File: config.mk
export PLATFORM = sky130hd
export DESIGN_NAME = act_rate_limiter
export DESIGN_NICKNAME = d
export VERILOG_FILES = /design/src/rtl/act_rl_pkg.sv /design/src/rtl/act_gap_timer.sv /design/src/rtl/act_window_track.sv /design/src/rtl/act_grant_fsm.sv /design/src/rtl/act_rate_limiter.sv
export SDC_FILE = /design/constraint.sdc
export NUM_CORES = 1
export LEC_CHECK = 0
export ABC_AREA = 1
export BUFFER_PORTS_ARGS = -buffer_cell sky130_fd_sc_hd__buf_2
export CORE_ASPECT_RATIO = 0.75
export CORE_MARGIN = 3
export CORE_UTILIZATION = 33
export DETAILED_ROUTE_END_ITERATION = 10
export PLACE_DENSITY = 0.54
export RECOVER_POWER = 50
export SKIP_CTS_REPAIR_TIMING = 1
export SYNTH_ARGS = -nofsm -noshare
export SYNTH_HDL_FRONTEND = slang
export SYNTH_HIERARCHICAL = 1
export SYNTH_SLANG_ARGS = --single-unit
File: constraint.sdc
create_clock -name clk_i -period 3.3 [get_ports clk_i]
set_input_delay 0.66 -clock clk_i [delete_from_list [all_inputs] [get_ports clk_i]]
set_output_delay 0.66 -clock clk_i [all_outputs]
set_load 0.01 [all_outputs]
File: src/rtl/act_rl_pkg.sv
package act_rl_pkg;

    typedef enum logic [1:0] {
        ST_IDLE = 2'd0,
        ST_GAP  = 2'd1,
        ST_FULL = 2'd2,
        ST_OPEN = 2'd3
    } act_state_e;

    localparam int GAP_PS_NARROW = 7500;
    localparam int GAP_PS_WIDE   = 10000;
    localparam int WIN_PS_NARROW = 37500;
    localparam int WIN_PS_WIDE   = 50000;

    // Round a picosecond limit up to whole clocks, never below one.
    function automatic int ps_to_cyc(input int ps, input int clk_ps);
        int c;
        c = (ps + clk_ps - 1) / clk_ps;
        return (c < 1) ? 1 : c;
    endfunction

endpackage

File: src/rtl/act_gap_timer.sv
module act_gap_timer #(
    parameter int GAP_CYC = 2,
    parameter int GW      = 2
) (
    input  logic clk_i,
    input  logic rst_ni,
    input  logic issue_i,
    output logic busy_next_o
);
    localparam logic [GW-1:0] LOAD = GW'(GAP_CYC - 1);

    logic [GW-1:0] cnt_q;
    logic [GW-1:0] cnt_d;

    always_comb begin
        if (issue_i) begin
            cnt_d = LOAD;
        end else if (cnt_q != '0) begin
            cnt_d = cnt_q - 1'b1;
        end else begin
            cnt_d = '0;
        end
    end

    always_ff @(posedge clk_i or negedge rst_ni) begin
        if (!rst_ni) begin
            cnt_q <= '0;
        end else begin
            cnt_q <= cnt_d;
        end
    end

    assign busy_next_o = (cnt_d != '0);

endmodule

File: src/rtl/act_window_track.sv
module act_window_track #(
    parameter int WIN_N   = 4,
    parameter int WIN_CYC = 10,
    parameter int CW      = 4,
    parameter int PW      = 2
) (
    input  logic clk_i,
    input  logic rst_ni,
    input  logic issue_i,
    output logic full_next_o,
    output logic empty_next_o
);
    localparam logic [CW-1:0] LOAD    = CW'(WIN_CYC - 1);
    localparam logic [PW-1:0] PTR_TOP = PW'(WIN_N - 1);

    logic [PW-1:0]  ptr_q, ptr_d;
    logic [CW-1:0]  age_q [WIN_N];
    logic [CW-1:0]  age_d [WIN_N];
    logic [WIN_N-1:0] live_d;

    always_comb begin
        if (!issue_i) begin
            ptr_d = ptr_q;
        end else if (ptr_q == PTR_TOP) begin
            ptr_d = '0;
        end else begin
            ptr_d = ptr_q + 1'b1;
        end
    end

    for (genvar g = 0; g < WIN_N; g++) begin : g_slot
        always_comb begin
            if (issue_i && (ptr_q == PW'(g))) begin
                age_d[g] = LOAD;
            end else if (age_q[g] != '0) begin
                age_d[g] = age_q[g] - 1'b1;
            end else begin
                age_d[g] = '0;
            end
        end

        always_ff @(posedge clk_i or negedge rst_ni) begin
            if (!rst_ni) begin
                age_q[g] <= '0;
            end else begin
                age_q[g] <= age_d[g];
            end
        end

        assign live_d[g] = (age_d[g] != '0);
    end

    always_ff @(posedge clk_i or negedge rst_ni) begin
        if (!rst_ni) begin
            ptr_q <= '0;
        end else begin
            ptr_q <= ptr_d;
        end
    end

    // The slot the pointer will rest on next is the oldest entry.
    assign full_next_o  = live_d[ptr_d];
    assign empty_next_o = ~|live_d;

endmodule

File: src/rtl/act_grant_fsm.sv
module act_grant_fsm
    import act_rl_pkg::*;
(
    input  logic clk_i,
    input  logic rst_ni,
    input  logic gap_busy_next_i,
    input  logic full_next_i,
    input  logic empty_next_i,
    input  logic req_i,
    output logic grant_o
);
    act_state_e state_q, state_d;

    always_comb begin
        if (gap_busy_next_i) begin
            state_d = ST_GAP;
        end else if (full_next_i) begin
            state_d = ST_FULL;
        end else if (empty_next_i) begin
            state_d = ST_IDLE;
        end else begin
            state_d = ST_OPEN;
        end
    end

    always_ff @(posedge clk_i or negedge rst_ni) begin
        if (!rst_ni) begin
            state_q <= ST_IDLE;
        end else begin
            state_q <= state_d;
        end
    end

    always_comb begin
        grant_o = 1'b0;
        unique case (state_q)
            ST_IDLE: grant_o = req_i;
            ST_OPEN: grant_o = req_i;
            ST_GAP:  grant_o = 1'b0;
            ST_FULL: grant_o = 1'b0;
        endcase
    end

endmodule

File: src/rtl/act_rate_limiter.sv
module act_rate_limiter
    import act_rl_pkg::*;
#(
    parameter int CLK_PS   = 5000,
    parameter bit WIDE_ORG = 1'b1,
    parameter int WIN_N    = 4
) (
    input  logic clk_i,
    input  logic rst_ni,
    input  logic req_i,
    input  logic issue_i,
    output logic grant_o
);
    localparam int GAP_PS  = WIDE_ORG ? GAP_PS_WIDE : GAP_PS_NARROW;
    localparam int WIN_PS  = WIDE_ORG ? WIN_PS_WIDE : WIN_PS_NARROW;
    localparam int GAP_CYC = ps_to_cyc(GAP_PS, CLK_PS);
    localparam int WIN_CYC = ps_to_cyc(WIN_PS, CLK_PS);
    localparam int GW      = $clog2(GAP_CYC + 1);
    localparam int CW      = $clog2(WIN_CYC + 1);
    localparam int PW      = (WIN_N > 1) ? $clog2(WIN_N) : 1;

    logic gap_busy_next;
    logic full_next;
    logic empty_next;

    act_gap_timer #(
        .GAP_CYC(GAP_CYC),
        .GW     (GW)
    ) gap_i (
        .clk_i      (clk_i),
        .rst_ni     (rst_ni),
        .issue_i    (issue_i),
        .busy_next_o(gap_busy_next)
    );

    act_window_track #(
        .WIN_N  (WIN_N),
        .WIN_CYC(WIN_CYC),
        .CW     (CW),
        .PW     (PW)
    ) win_i (
        .clk_i       (clk_i),
        .rst_ni      (rst_ni),
        .issue_i     (issue_i),
        .full_next_o (full_next),
        .empty_next_o(empty_next)
    );

    act_grant_fsm fsm_i (
        .clk_i          (clk_i),
        .rst_ni         (rst_ni),
        .gap_busy_next_i(gap_busy_next),
        .full_next_i    (full_next),
        .empty_next_i   (empty_next),
        .req_i          (req_i),
        .grant_o        (grant_o)
    );

endmodule

# Word-level counts from Yosys, hierarchy flattened
# Cells that the tools add are included.
# totals
out_inout_bits	1
inputBits	4
word_cells	57
reg_bits	22
# op_classes
mux	18
n_reduce_logical	19
eq_ne	6
n_lt_le_gt_ge	1
add_sub_neg	6
# ops
op	count
two-way mux 4 bit	8
nonzero test 4 bit	8
subtractor 4 x 1 -> 4 bit, second input constant	4
two-way mux 2 bit	7
== test 2 bit, second input constant	4
== test 2 x 1 -> 1 bit, second input constant	2
logical AND 1 bit	4
logical NOT 2 bit	2
nonzero test 2 bit	2
OR reduction 2 bit	2
OR reduction 4 bit	1
less-than comparator 2 x 3 -> 1 bit, second input constant	1
adder 2 x 1 -> 2 bit, second input constant	1
binary-select mux 1 bit (select 2 bit)	1
case mux 1 bit (2 select lines)	1
subtractor 2 x 1 -> 2 bit, second input constant	1
two-way mux 1 bit	1

# Logic depth before layout (Yosys ltp)
# Gate-level depths: netlist of the first run.
# logic_depth
depth_word	8
depth_mapped	13

# Cells and area by module
# The synthesis of the first run kept the hierarchy.
# by_module_without_submodules
mod	cells_each	area_per_inst_um2	instances
act_window_track	149	1132.3	1
act_grant_fsm	10	85.1	1
act_gap_timer	9	77.6	1

# Worst setup path before layout of the first run
# No wires, ideal clock.
# synth_path
path_kind	input to output
startpoint	input port req_i
endpoint	output port grant_o
stages	2
arrival_ns	0.855
path_slack_ns	1.785
path_cell_list	nand2_1 > nor2_1
# synth_between
elab_chain_len	1
# synth_rtl
item	line_no	source
start: declaration	act_rate_limiter.sv:10	input logic req_i,
case mux 1 bit (2 select lines)	act_grant_fsm.sv:36	unique case (state_q)
end: declaration	act_rate_limiter.sv:12	output logic grant_o
# Every way passes these cells.

# Final worst setup path of the first run
# layout_path
startpoint	register win_i.ptr_q[0]
endpoint	register fsm_i.state_q[1]
# layout_rtl
item	line_no	source
start: declaration	act_window_track.sv:16	logic [PW-1:0] ptr_q, ptr_d;
start signal: assignment	act_window_track.sv:57	ptr_q <= ptr_d;
adder 2 x 1 -> 2 bit or == test 2 bit (tied branches)	act_window_track.sv:27, act_window_track.sv:24	
two-way mux 2 bit	act_window_track.sv:24	end else if (ptr_q == PTR_TOP) begin
two-way mux 2 bit (*)	act_window_track.sv:22	if (!issue_i) begin
via win_i.ptr_d[0]	act_window_track.sv:16	
binary-select mux 1 bit (select 2 bit) (*)	act_window_track.sv:62	assign full_next_o = live_d[ptr_d];
two-way mux 1 bit (not written as such) (*)	act_window_track.sv:62	
via full_next	act_rate_limiter.sv:23	logic full_next;
two-way mux 2 bit (*)	act_grant_fsm.sv:17	end else if (full_next_i) begin
two-way mux 2 bit (*)	act_grant_fsm.sv:15	if (gap_busy_next_i) begin
via fsm_i.state_d[1]	act_grant_fsm.sv:12	act_state_e state_q, state_d;
end signal: assignment	act_grant_fsm.sv:30	state_q <= state_d;
end: declaration	act_grant_fsm.sv:12	
# The timed path passes the listed nets; every way through them passes the cells marked *. The select of a mux whose other input is x is not followed.

==> results.md, run 1 <==
Status:
- The flow ran to the end, and the final reports show no timing, DRC or antenna violations.

Finish:
- Relative to the synthesized area, the layout overhead comes to 11.1%.
- The area taken by multi-input logic gates is 594 um2.
- With fillers left out, the area of the finished cells amounts to 1440 um2.
- The library cells used most frequently in the layout, excluding fill and tap cells, are nand2_1, inv_1, dfrtp_1.
- The footprint of the flip-flops and latches is 551 um2.
- The final cell count without fillers is 227.
- The antenna diode instance count is 0.
- After the last flow step, the layout net total stands at 188.
- The most common library cell in the layout ignoring fill and taps is nand2_1.
- Of the cells placed in the final design, the portion with a size suffix greater than 1 is 0.126.
- The filler cell count in the final layout is 385.

Clock tree:
- The cell at the root of the clock tree is clkbuf_8.
- The clock tree from TritonCTS is built.
- The clock slew at the register clock pins of the worst setup and hold paths is 0.08 ns.
- CTS saw 22 sinks.
- Buffers inserted during clock tree synthesis total 3.
- The longest clock path from root to sink contains 2 buffers.
- The worst-skew pair later-pin latency is 0.27 ns.
- In this run the number of H-tree levels came out at 1.

Global routing:
- Entering global routing, the biggest net connects 23 pins.
- The overflow left after global routing is 0.
- The number of global-route vias before repair was 864.
- The first-pass GRT wire length is 3800 um.
- The initial antenna violation count is 0.
- The total routing usage reported by global routing is 0.103.

STA:
- The final-layout worst hold slack is 0.509 ns.
- For the pin with the worst max-slew slack, the measured transition is 1.17 ns.
- Adding up every negative setup slack in the final design gives 0 ns.
- The clock arrives with 0.00937 ns of skew.
- Once routing completed, OpenROAD measured the worst setup slack at 1.65 ns.
- The worst pin sits at a relative slew slack of 0.217.
- Of the available clock period, the critical path in the final layout requires 0.499.
- The number of hold violations in the final report came to 0.
- Setup repair after global routing left no endpoint under its margin.
- The number of setup violations in the final report is 0.
- The smallest clock period supported by the final layout is computed as 1.65 ns.
- For this run, the top clock speed supported by timing is 0.608 GHz.
- The max-slew violation count is 0.

Synth:
- The synthesized area divided by synthesized cell count is 7.71 um2.
- Synthesis inferred 22 register bits.
- The number of instances in the synthesized netlist is 168.
- Sorting the synthesized cells by area gives the leading types as dfrtp_1, nand2_1, inv_1.
- dfrtp_1 takes more of the synthesized area than any other cell.
- Counting every net in the synthesized netlist gives 180.
- For this run, the register share of the synthesized area comes to 0.425.
- The summed instance area of the synthesized netlist is 1290 um2.
- During synthesis, Yosys emitted a total of 6 warnings.
- The share of synthesized area in the top cell type comes to 0.425.
- The number of different library cells in the post-synthesis netlist is 16.

Floorplan:
- For this configuration, the core starts out at a cell density of 0.349.
- The floorplan step set the die height to 60.3 um.
- After floorplanning, the core was divided into 19 placement rows.
- The die is 78.3 um wide.
- The die covers 4720 um2.
- The standard cell core area is 3710 um2.
- The total I/O pin count is 5.

Worst setup path:
- The startpoint identified for the worst register-to-register timing path is win_i/ptr_q[0].
- Tracing the worst setup path back leads to its startpoint at win_i/ptr_q[0].
- The signal arrival time at the worst endpoint is 1.84 ns.
- The start-to-end type of the worst setup path is reg -> reg.
- The data required time at the worst endpoint is 3.49 ns.
- Along the worst path, the maximum fanout reaches 4.
- The kind of start point of the critical path is a flip-flop.
- The worst setup path is captured at a flip-flop.
- Counting cells, the worst reg-to-reg path comes to 10.

Power and ir drop:
- The share of total power dissipated in the clock network is 0.167.
- The switching part of the total is 0.444.
- The worst ir drop on vdd is 0.533 mV.
- The share of total power dissipated in combinational logic is 0.530.
- Summed over all nets, the switching power comes to 0.000663 W.
- Of the total power, registers draw 0.303.
- Dividing total power by cell area gives a power density of 1040 nW/um2.
- The internal power of the cells totals 0.000831 W.
- The leakage power summed over all cells is 0.819 nW.

Drt:
- After detailed routing, the number of vias per cell comes to 4.36.
- Detailed routing inserted a total of 990 vias.
- After detailed routing, the number of remaining DRC violations is 0.
- The number of detailed-route iterations in the first pass is 4.
- In this run the remaining antenna-violating nets after routing total 0.
- The first routing iteration left 62 violations.
- Summed over all layers, the routed wires come to 2170 um.
- Dividing the detail-routed wire length by the instance count gives 9.57 um.

Placement:
- Once placement finished, the instance area stood at 1370 um2.
- The last weighted congestion value of the routability-driven placer is 0.801.
- The worst setup slack before clock tree synthesis is 1.37 ns.
- The HPWL after detailed placement is 1750 um.
- Port buffering added 4 buffers.
- Including well taps, the total number of placed cells is 223.

Min path:
- The path class of the tightest hold or removal check is reg -> reg.
- The launch instance of the worst min-delay path is gap_i/cnt_q[1].
- The number of instances on the worst hold path is 2.

Job:
- The number of max-capacitance violations reported is 0.
[metal layers]
layer  vias to the layer above  track usage  share of wire
li1                        524            -              -
met1                       452        0.148           0.55
met2                        12        0.154           0.39
met3                         2       0.0361          0.052
met4                         0       0.0150         0.0037
met5                         -            0              0
[through the flow]
stage	power (W)	utilization
after global routing	0.00167	0.388
after detailed placement	0.00125	0.369
after floorplan	0.00109	-
after CTS	0.00151	0.388
final	0.00149	0.388
after global placement	0.00124	0.369
[critical path: stages, from the launching register on]
cell and delay, ns:
dfrtp_1 0.43, ha_1 0.29, nor2_1 0.11, nand2_1 0.05, o21ai_1 0.20, inv_1 0.10
nand3_1 0.09, nand3_1 0.06, nand2_1 0.09, inv_1 0.04, a21oi_1 0.12
[final timing paths]
kind                               endpoint  slack, ns
max                        fsm_i/state_q[1]       1.65
min                          gap_i/cnt_q[0]       0.51
min in group asynchronous   win_i/age_q[10]       0.61
min reg2reg                  gap_i/cnt_q[0]       0.51
max in group asynchronous    win_i/age_q[9]       1.99
max reg2reg                fsm_i/state_q[1]       1.65
[logic make-up after synthesis]
family,count (synthesis),share of synthesized area
AND/OR/NAND/NOR,84,0.318
AO/OA/AOI/OAI,16,0.0638
flip-flops,22,0.425
adder cells (fa/ha/maj),8,0.0773
buffers and inverters,38,0.116
[synthesized netlist by cell type]
cell	instances
o21ai_1	2
nor2_2	5
nor3_1	1
dfrtp_1	22
ha_1	8
nand4_1	4
nor2_1	13
nand2_1	40
nand2_2	3
o21bai_1	1
nand3_1	11
nand3_2	1
inv_1	37
buf_6	1
a21oi_1	13
nand2_4	6
[area by class of cell]
type                       count  area share
clock inverter                 1      0.0209
inverter                      37      0.0965
multi-input combinational    108       0.413
timing repair buffer           4      0.0130
clock buffer                   3      0.0287
sequential                    22       0.383
tap                           52      0.0452
[state kept, by name, indices dropped and copies added, names as in the netlist]
signal / flops
fsm_i/state_q: 2
win_i/age_q: 16
gap_i/cnt_q: 2
win_i/ptr_q: 2
[power groups by stage]
stage | combinational [W] | sequential (W) | clock [W]
finish | 0.000791 | 0.000453 | 0.000250
global route | 0.000935 | 0.000467 | 0.000268
CTS | 0.000799 | 0.000453 | 0.000259
detailed placement | 0.000795 | 0.000456 | 0
global placement | 0.000782 | 0.000459 | 0
floorplan | 0.000650 | 0.000444 | 0
Power figures use the tool's default switching activity.
==> inputs of run 2 (changes only) <==
PLACE_DENSITY = 0.56   (was 0.54)
clock period = 1.3 ns   (was 3.3 ns; I/O delays follow)
==> run 2 against run 1 <==
Compared with the run above: the run now ends with negative setup slack left; non-clock buffer count is 26 higher; clock power grew to 2.6 times the previous value; clock skew is 0.0065 ns lower; register-to-register slack worse by 1.9 ns; die area did not move; flip-flop and latch count did not move; final cell count rose by 11%; critical path type unchanged; first-iteration DRC count rose by 9.7%.
==> results.md, run 2 (synthesized netlist as in run 1, its figures left out) <==
Global routing:
- The first global-routing pass estimated 4380 um of wire.
- The maximum number of pins on one net before global-route repair is 23.
- The initial antenna violation count was 0.
- The total routing usage reported by global routing is 0.122.
- The overflow left after global routing is 0.
- The number of global-route vias before repair was 975.

Placement:
- Once detailed placement completed, the half-perimeter wirelength came to 1970 um.
- Input and output buffers added on the ports amount to 4.
- The cell area after placement is 1620 um2.
- The last weighted congestion value of the routability-driven placer is 0.752.

Finish:
- The top register by number of flip-flops is win_i/age_q.
- The count of nets after finishing is 214.
- In the final layout, the multi-input gates occupy 738 um2.
- The final standard cell area without fillers is 1790 um2.
- The footprint of the flip-flops and latches is 552 um2.
- The antenna diode instance count is 0.
- The share of post-route cells with drive strength above 1 is 0.378.
- Compared with the post-synthesis result, the final layout area differs by 37.9%.
- The filler cell count in the final layout is 363.
- Leaving out fill and tap cells, the most frequent cell in the layout is nand2_1.
- The register with the most flip-flops in the layout has 16 of them.
- The utilization of the core after routing is 0.481.
- In the layout the commonest cells are nand2_1, inv_1, buf_4.

STA:
- The number of setup violations in the final report is 2.
- The number of hold violations in the final report is 0.
- Of the available clock period, the critical path in the final layout requires 1.18.
- Across all setup checks in the final design, the least slack found is -0.239 ns.
- The worst clock skew is 0.00282 ns.
- The clock period minus final worst setup slack is 1.54 ns.
- Setup repair after global routing could not meet its margin everywhere.
- The max-slew violation count is 0.
- Based on the critical path, the design can be clocked at up to 0.650 GHz.
- The max-slew headroom at the worst pin is 0.621.
- For the pin with the worst max-slew slack, the measured transition is 0.569 ns.

Drt:
- The average vias per placed instance is 4.30.
- The number of detailed-route iterations in the first pass is 4.
- For this block, the initial DRC count from the detailed router was 68.
- After detailed routing, the total wire length is 2600 um.
- The post-detailed-route DRC marker count is 0.
- In this run the remaining antenna-violating nets after routing total 0.
- The routed length per instance is 10.3 um.
- The routed layout has 1,087 vias.

Worst setup path:
- For the worst setup path, the data required time is 1.46 ns.
- The start-to-end type of the worst setup path is reg -> reg.
- The kind of capture point of the worst setup path is a flip-flop.
- The worst setup path is launched from a flip-flop.
- In this run the worst path has a maximum fanout of 4.
- The signal arrival time at the worst endpoint is 1.70 ns.

Clock tree:
- The level count of the clock H-tree is 1.
- TritonCTS built the clock tree.
- Clock tree synthesis selected as its root buffer the cell clkbuf_8.
- The worst-skew pair later-pin latency is 0.27 ns.
- Buffers inserted during clock tree synthesis total 3.
- The clock slew at the register clock pins of the worst setup and hold paths is 0.09 ns.
- The maximum buffer depth of the clock tree is 2.
- CTS saw 22 sinks.

Status:
- The run finished, with violations left.
- The checks that failed: negative setup slack.

Floorplan:
- The initial utilization of the core area, before any placement, comes to 0.349.
- The floorplan step defined a die boundary enclosing 4720 um2.
- The overall die width is 78.3 um.
- The die outline height is 60.3 um.
- During I/O placement, the number of pins put on the boundary was 5.
- The total area inside the core boundary comes to 3710 um2.
- Row generation in the floorplan step produced 19 rows.

Power and ir drop:
- The power density over the cells is 2830 nW/um2.
- In this run the static leakage power is 0.941 nW.
- The worst ir drop on vdd is 1.54 mV.

Min path:
- The min-delay analysis places its worst path in the category in -> reg.

Job:
- Across the run, the number of max-cap violations was 0.
## run 2: cell count changes in the layout (fill, tap and decap cells not counted), moves of 2 or more
cell,delta
nor2_4,+2
a21oi_2,+2
buf_4,+25
nand2_1,-2
inv_2,+8
a21oi_1,-2
inv_1,-9
nor2_1,-2
nand2_2,+2
ha_1,-8
nand3_1,-3
ha_4,+7
nand3_2,+3
## run 2: area by class of cell
| type | instances | share of cell area |
|---|---|---|
| well taps | 52 | 0.0364 |
| repair buffers | 30 | 0.122 |
| clock buffers | 3 | 0.0231 |
| inverters | 37 | 0.0792 |
| clock inverters | 1 | 0.0168 |
| multi-input cells | 108 | 0.413 |
| flip-flops and latches | 22 | 0.309 |
## run 2: critical path: stages (launching register included)
cell	delay, ns
dfrtp_2	0.46
inv_4	0.11
ha_4	0.17
a21oi_2	0.06
nand2_1	0.11
nand2_2	0.07
nor2_4	0.11
nand3_1	0.08
nand3_1	0.09
nand2_1	0.07
inv_1	0.05
a21oi_1	0.05
## run 2: path summary, 6_finish.rpt
check,slack (ns),cells past startpoint,start,end
min in group asynchronous,0.51,2,rst_ni,win_i/age_q[12]
hold reg to reg,0.50,2,gap_i/cnt_q[1],gap_i/cnt_q[0]
hold / removal,0.43,2,issue_i,win_i/age_q[10]
setup / recovery,-0.24,11,win_i/ptr_q[0],fsm_i/state_q[1]
max in group asynchronous,0.38,2,rst_ni,win_i/ptr_q[0]
setup reg to reg,-0.24,11,win_i/ptr_q[0],fsm_i/state_q[1]
## run 2: routing by layer
metal / GRT usage / part of all wire / up-vias / wire length, um
met1: 0.165 / 0.52 / 498 / 1350
met4: 0.0449 / 0.0092 / 0 / 24
met3: 0.0361 / 0.028 / 2 / 74
li1: - / - / 578 / -
met2: 0.184 / 0.44 / 9 / 1150
met5: 0 / 0 / - / 0
## run 2: power by group
part | total, W | internal, W | switching [W] | leakage, nW
Combinational | 0.00321 | 0.00154 | 0.00167 | 0.643
Clock | 0.000656 | 0.000412 | 0.000244 | 0.0357
Sequential | 0.00119 | 0.000998 | 0.000190 | 0.262
Total | 0.00505 | 0.00295 | 0.00210 | 0.941
## run 2: stage by stage
stage | total power, W | std cells | setup WS, ns | TNS [ns] | hold slack, ns
6_report | 0.00505 | 253 | -0.239 | -0.465 | 0.426
5_1_grt | 0.00555 | 253 | -0.368 | -0.759 | 0.454
4_1_cts | 0.00476 | 249 | -0.257 | -0.505 | -0.0366
3_5_place_dp | 0.00408 | 245 | -0.236 | -0.467 | 0.268
3_3_place_gp | 0.00399 | 245 | -0.215 | -0.423 | 0.262
2_1_floorplan | 0.00303 | 168 | -0.0783 | -0.153 | -0.0356
==> inputs of run 3 (changes only) <==
ABC_AREA = unset   (was 1)
==> run 3 against run 2 <==
Compared with the run above: the run still ends with negative setup slack left; clock skew grew 0.0019 ns; flip-flop and latch count did not move; clock power decreased by 25%; via count decreased by 12%; first-iteration DRC count is 76% lower; highest routed layer unchanged; largest power group unchanged.
==> results.md, run 3 <==
Finish:
- The top register by number of flip-flops is win_i/age_q.
- In the layout the commonest cells are buf_4, dfrtp_1, inv_1, nand2_1, nor3_1.
- The sequential cells in the finished layout cover a total of 551 um2.
- Leaving out fill and tap cells, the most frequent cell in the layout is buf_4.
- In the final layout, the share of cells above drive strength 1 is 0.424.
- The register with the most flip-flops in the layout has 16 of them.
- In the final layout, the multi-input gates occupy 702 um2.
- Counting the fill cells in the layout gives 316.
- The final standard cell area without fillers is 1640 um2.
- The antenna diode instance count is 0.
- The area added between synthesis and finish is 39.2%.
- The count of nets after finishing is 164.

Power and ir drop:
- The power density over the cells is 2590 nW/um2.
- The leakage power summed over all cells is 0.744 nW.
- Across the VDD grid, the largest voltage drop is 1.10 mV.

STA:
- Across the routed clock network, the largest skew measured is 0.00474 ns.
- In the finished design, the share of the clock period the worst path needs comes to 1.30.
- The measured slew at the worst slew-check pin is 0.550 ns.
- The max-slew violation count is 0.
- The number of hold violations in the final report is 0.
- The slack of the critical path is -0.390 ns.
- The clock period minus final worst setup slack is 1.69 ns.
- The final-layout worst hold slack is 0.377 ns.
- Measured against its own limit, the worst slew margin works out to 0.633.
- Static timing analysis puts the maximum clock frequency at 0.592 GHz.
- Setup violations remaining at the end of the flow were counted as 8.
- Setup repair after global routing could not meet its margin everywhere.

Job:
- The tool flagged a number of max-cap violations equal to 0.

Worst setup path:
- The worst-path maximum fanout is 5.
- The dominant delay contributor by cell family on the critical path is flip-flops.
- STA classifies the critical path startpoint as a flip-flop.
- The kind of capture point of the worst setup path is a flip-flop.
- For this run, the slowest stage of the critical path takes 0.42 ns.
- The start-to-end type of the worst setup path is reg -> reg.
- Together, buffers and inverters on the worst path number 2.
- The largest individual stage delay along the critical path comes from the cell dfrtp_1.
- Data on the critical path is required at its endpoint by 1.50 ns.
- Walking the worst path, the cells encountered are inv_2, ha_4, mux2_4, nand3b_4, nor2_2, o32ai_2, inv_1, a21oi_2.
- Data arrives at the worst endpoint at 1.89 ns.

Min path:
- The path class of the lowest-slack min-delay path is in -> reg.

Floorplan:
- The overall die area is 4320 um2.
- The floorplan has 18 rows.
- The overall die width is 74.9 um.
- For this design the top-level I/O count stands at 5.
- The die is 57.7 um tall.
- The initial utilization of the core area, before any placement, comes to 0.350.
- After floorplanning, the core was sized to cover 3360 um2.

Clock tree:
- The level count of the clock H-tree is 1.
- At the later pin of the worst-skew pair, clock insertion delay measures 0.26 ns.
- The maximum buffer depth of the clock tree is 2.
- The clock tree from TritonCTS is built.
- The clock slew at the register clock pins of the worst setup and hold paths is 0.07 ns.
- Clock tree synthesis selected as its root buffer the cell clkbuf_8.
- CTS saw 22 sinks.
- The total CTS buffers is 3.

Synth:
- The number of different library cells in the post-synthesis netlist is 33.
- In the synthesized netlist, the cells that appear most often are dfrtp_1, inv_1, nand2_1.
- The number of instances in the synthesized netlist is 118.
- In this run, synthesis inferred 0 flip-flops with an integrated enable.
- The count of yosys warnings during synthesis is 6.
- Yosys attributes the largest share of cell area to dfrtp_1, ha_1, inv_1.
- The most numerous cell in the Yosys netlist is dfrtp_1.
- After synthesis the netlist holds a flip-flop and latch count of 22.
- In the synthesized netlist the async set-or-reset flop fraction comes to 1.00.
- The leading area contributor after synthesis is dfrtp_1.
- The commonest register cell after synthesis is dfrtp_1.
- The synthesized area divided by synthesized cell count is 9.96 um2.
- The share of synthesized area in the top cell type comes to 0.469.
- The number of nets in the synthesized netlist is 130.
- The summed instance area of the synthesized netlist is 1170 um2.
- The fraction of the yosys area taken by sequential cells is 0.469.

Status:
- The final reports fail on negative setup slack.
- The run finished, with violations left.

Drt:
- In this run the remaining antenna-violating nets after routing total 0.
- In this run, the number of DRC markers left after iteration 0 of detailed routing was 16.
- The post-detailed-route DRC marker count is 0.
- The average vias per placed instance is 5.01.
- For this block, the routed nets add up to 2600 um of wire.
- In the final routed layout, each cell accounts on average for 13.6 um.
- The via count is 957.
- The first detailed-routing pass took 4 iterations.

Placement:
- The worst setup slack before clock tree synthesis is -0.357 ns.
- In this run the cell area measured after placement is 1420 um2.
- The congestion estimate from routability-driven global placement came to 0.796.
- The count of buffers inserted at the top-level ports is 4.
- Detailed placement finished with a half-perimeter wire length of 1780 um.

Global routing:
- The total routing usage reported by global routing is 0.127.
- The number of global-route vias before repair is 947.
- The initial antenna violation count is 0.
- The first global-routing pass estimated 4160 um of wire.
- The total overflow left after global routing is 0.
- Entering global routing, the biggest net connects 23 pins.
## run 3: changes by cell type after synthesis, sizes merged, moves of 4 or more
cell,before,now
nor3,1,6
o21ai,2,6
nand4,4,0
nand2,49,11
nand3,12,0
a21oi,13,6
or3,0,4
nor2,18,2
nor2b,0,6
inv,37,13
## run 3: metal layers
metal / vias up / GRT usage / part of all wire
met1: 471 / 0.165 / 0.47
met4: 0 / 0.0431 / 0.0073
li1: 478 / - / -
met5: - / 0 / 0
met3: 2 / 0.0468 / 0.027
met2: 6 / 0.194 / 0.50
## run 3: worst paths after layout
check	start	to	slack, ns	depth (start not counted)
worst max register to register	win_i/ptr_q[1]	fsm_i/state_q[1]	-0.39	8
worst min-delay path	issue_i	win_i/ptr_q[1]	0.38	2
worst max-delay path	win_i/ptr_q[1]	fsm_i/state_q[1]	-0.39	8
max in group asynchronous	rst_ni	win_i/ptr_q[1]	0.42	2
min in group asynchronous	rst_ni	win_i/age_q[12]	0.50	2
worst min register to register	gap_i/cnt_q[0]	gap_i/cnt_q[1]	0.53	2
## run 3: cell families after synthesis
group,synth area share
fa+ha+maj,0.0948
buf+inv,0.0554
xor+xnor,0.00746
simple gates,0.203
flops,0.469
compound gates,0.158
mux,0.0128
## run 3: where the power goes
| group | leakage, nW | total (W) | switching (W) | internal (W) |
|---|---|---|---|---|
| Sequential | 0.266 | 0.00125 | 0.000267 | 0.000984 |
| Combinational | 0.450 | 0.00249 | 0.00112 | 0.00137 |
| Clock | 0.0288 | 0.000489 | 0.000219 | 0.000270 |
## run 3: layout make-up
class	instances	area share
multi-input cells	81	0.429
inverters	13	0.0298
clock buffers	4	0.0337
flip-flops and latches	22	0.337
repair buffers	31	0.140
well taps	40	0.0306
## run 3: stage by stage
step / power [W] / utilization / TNS (ns) / std cells
after floorplan: 0.00239 / - / -0.499 / 118
after global placement: 0.00316 / 0.422 / -0.794 / 184
after detailed placement: 0.00324 / 0.422 / -0.841 / 184
after CTS: 0.00375 / 0.438 / -1.01 / 188
after global routing: 0.00464 / 0.487 / -1.80 / 191
final: 0.00423 / 0.487 / -1.07 / 191
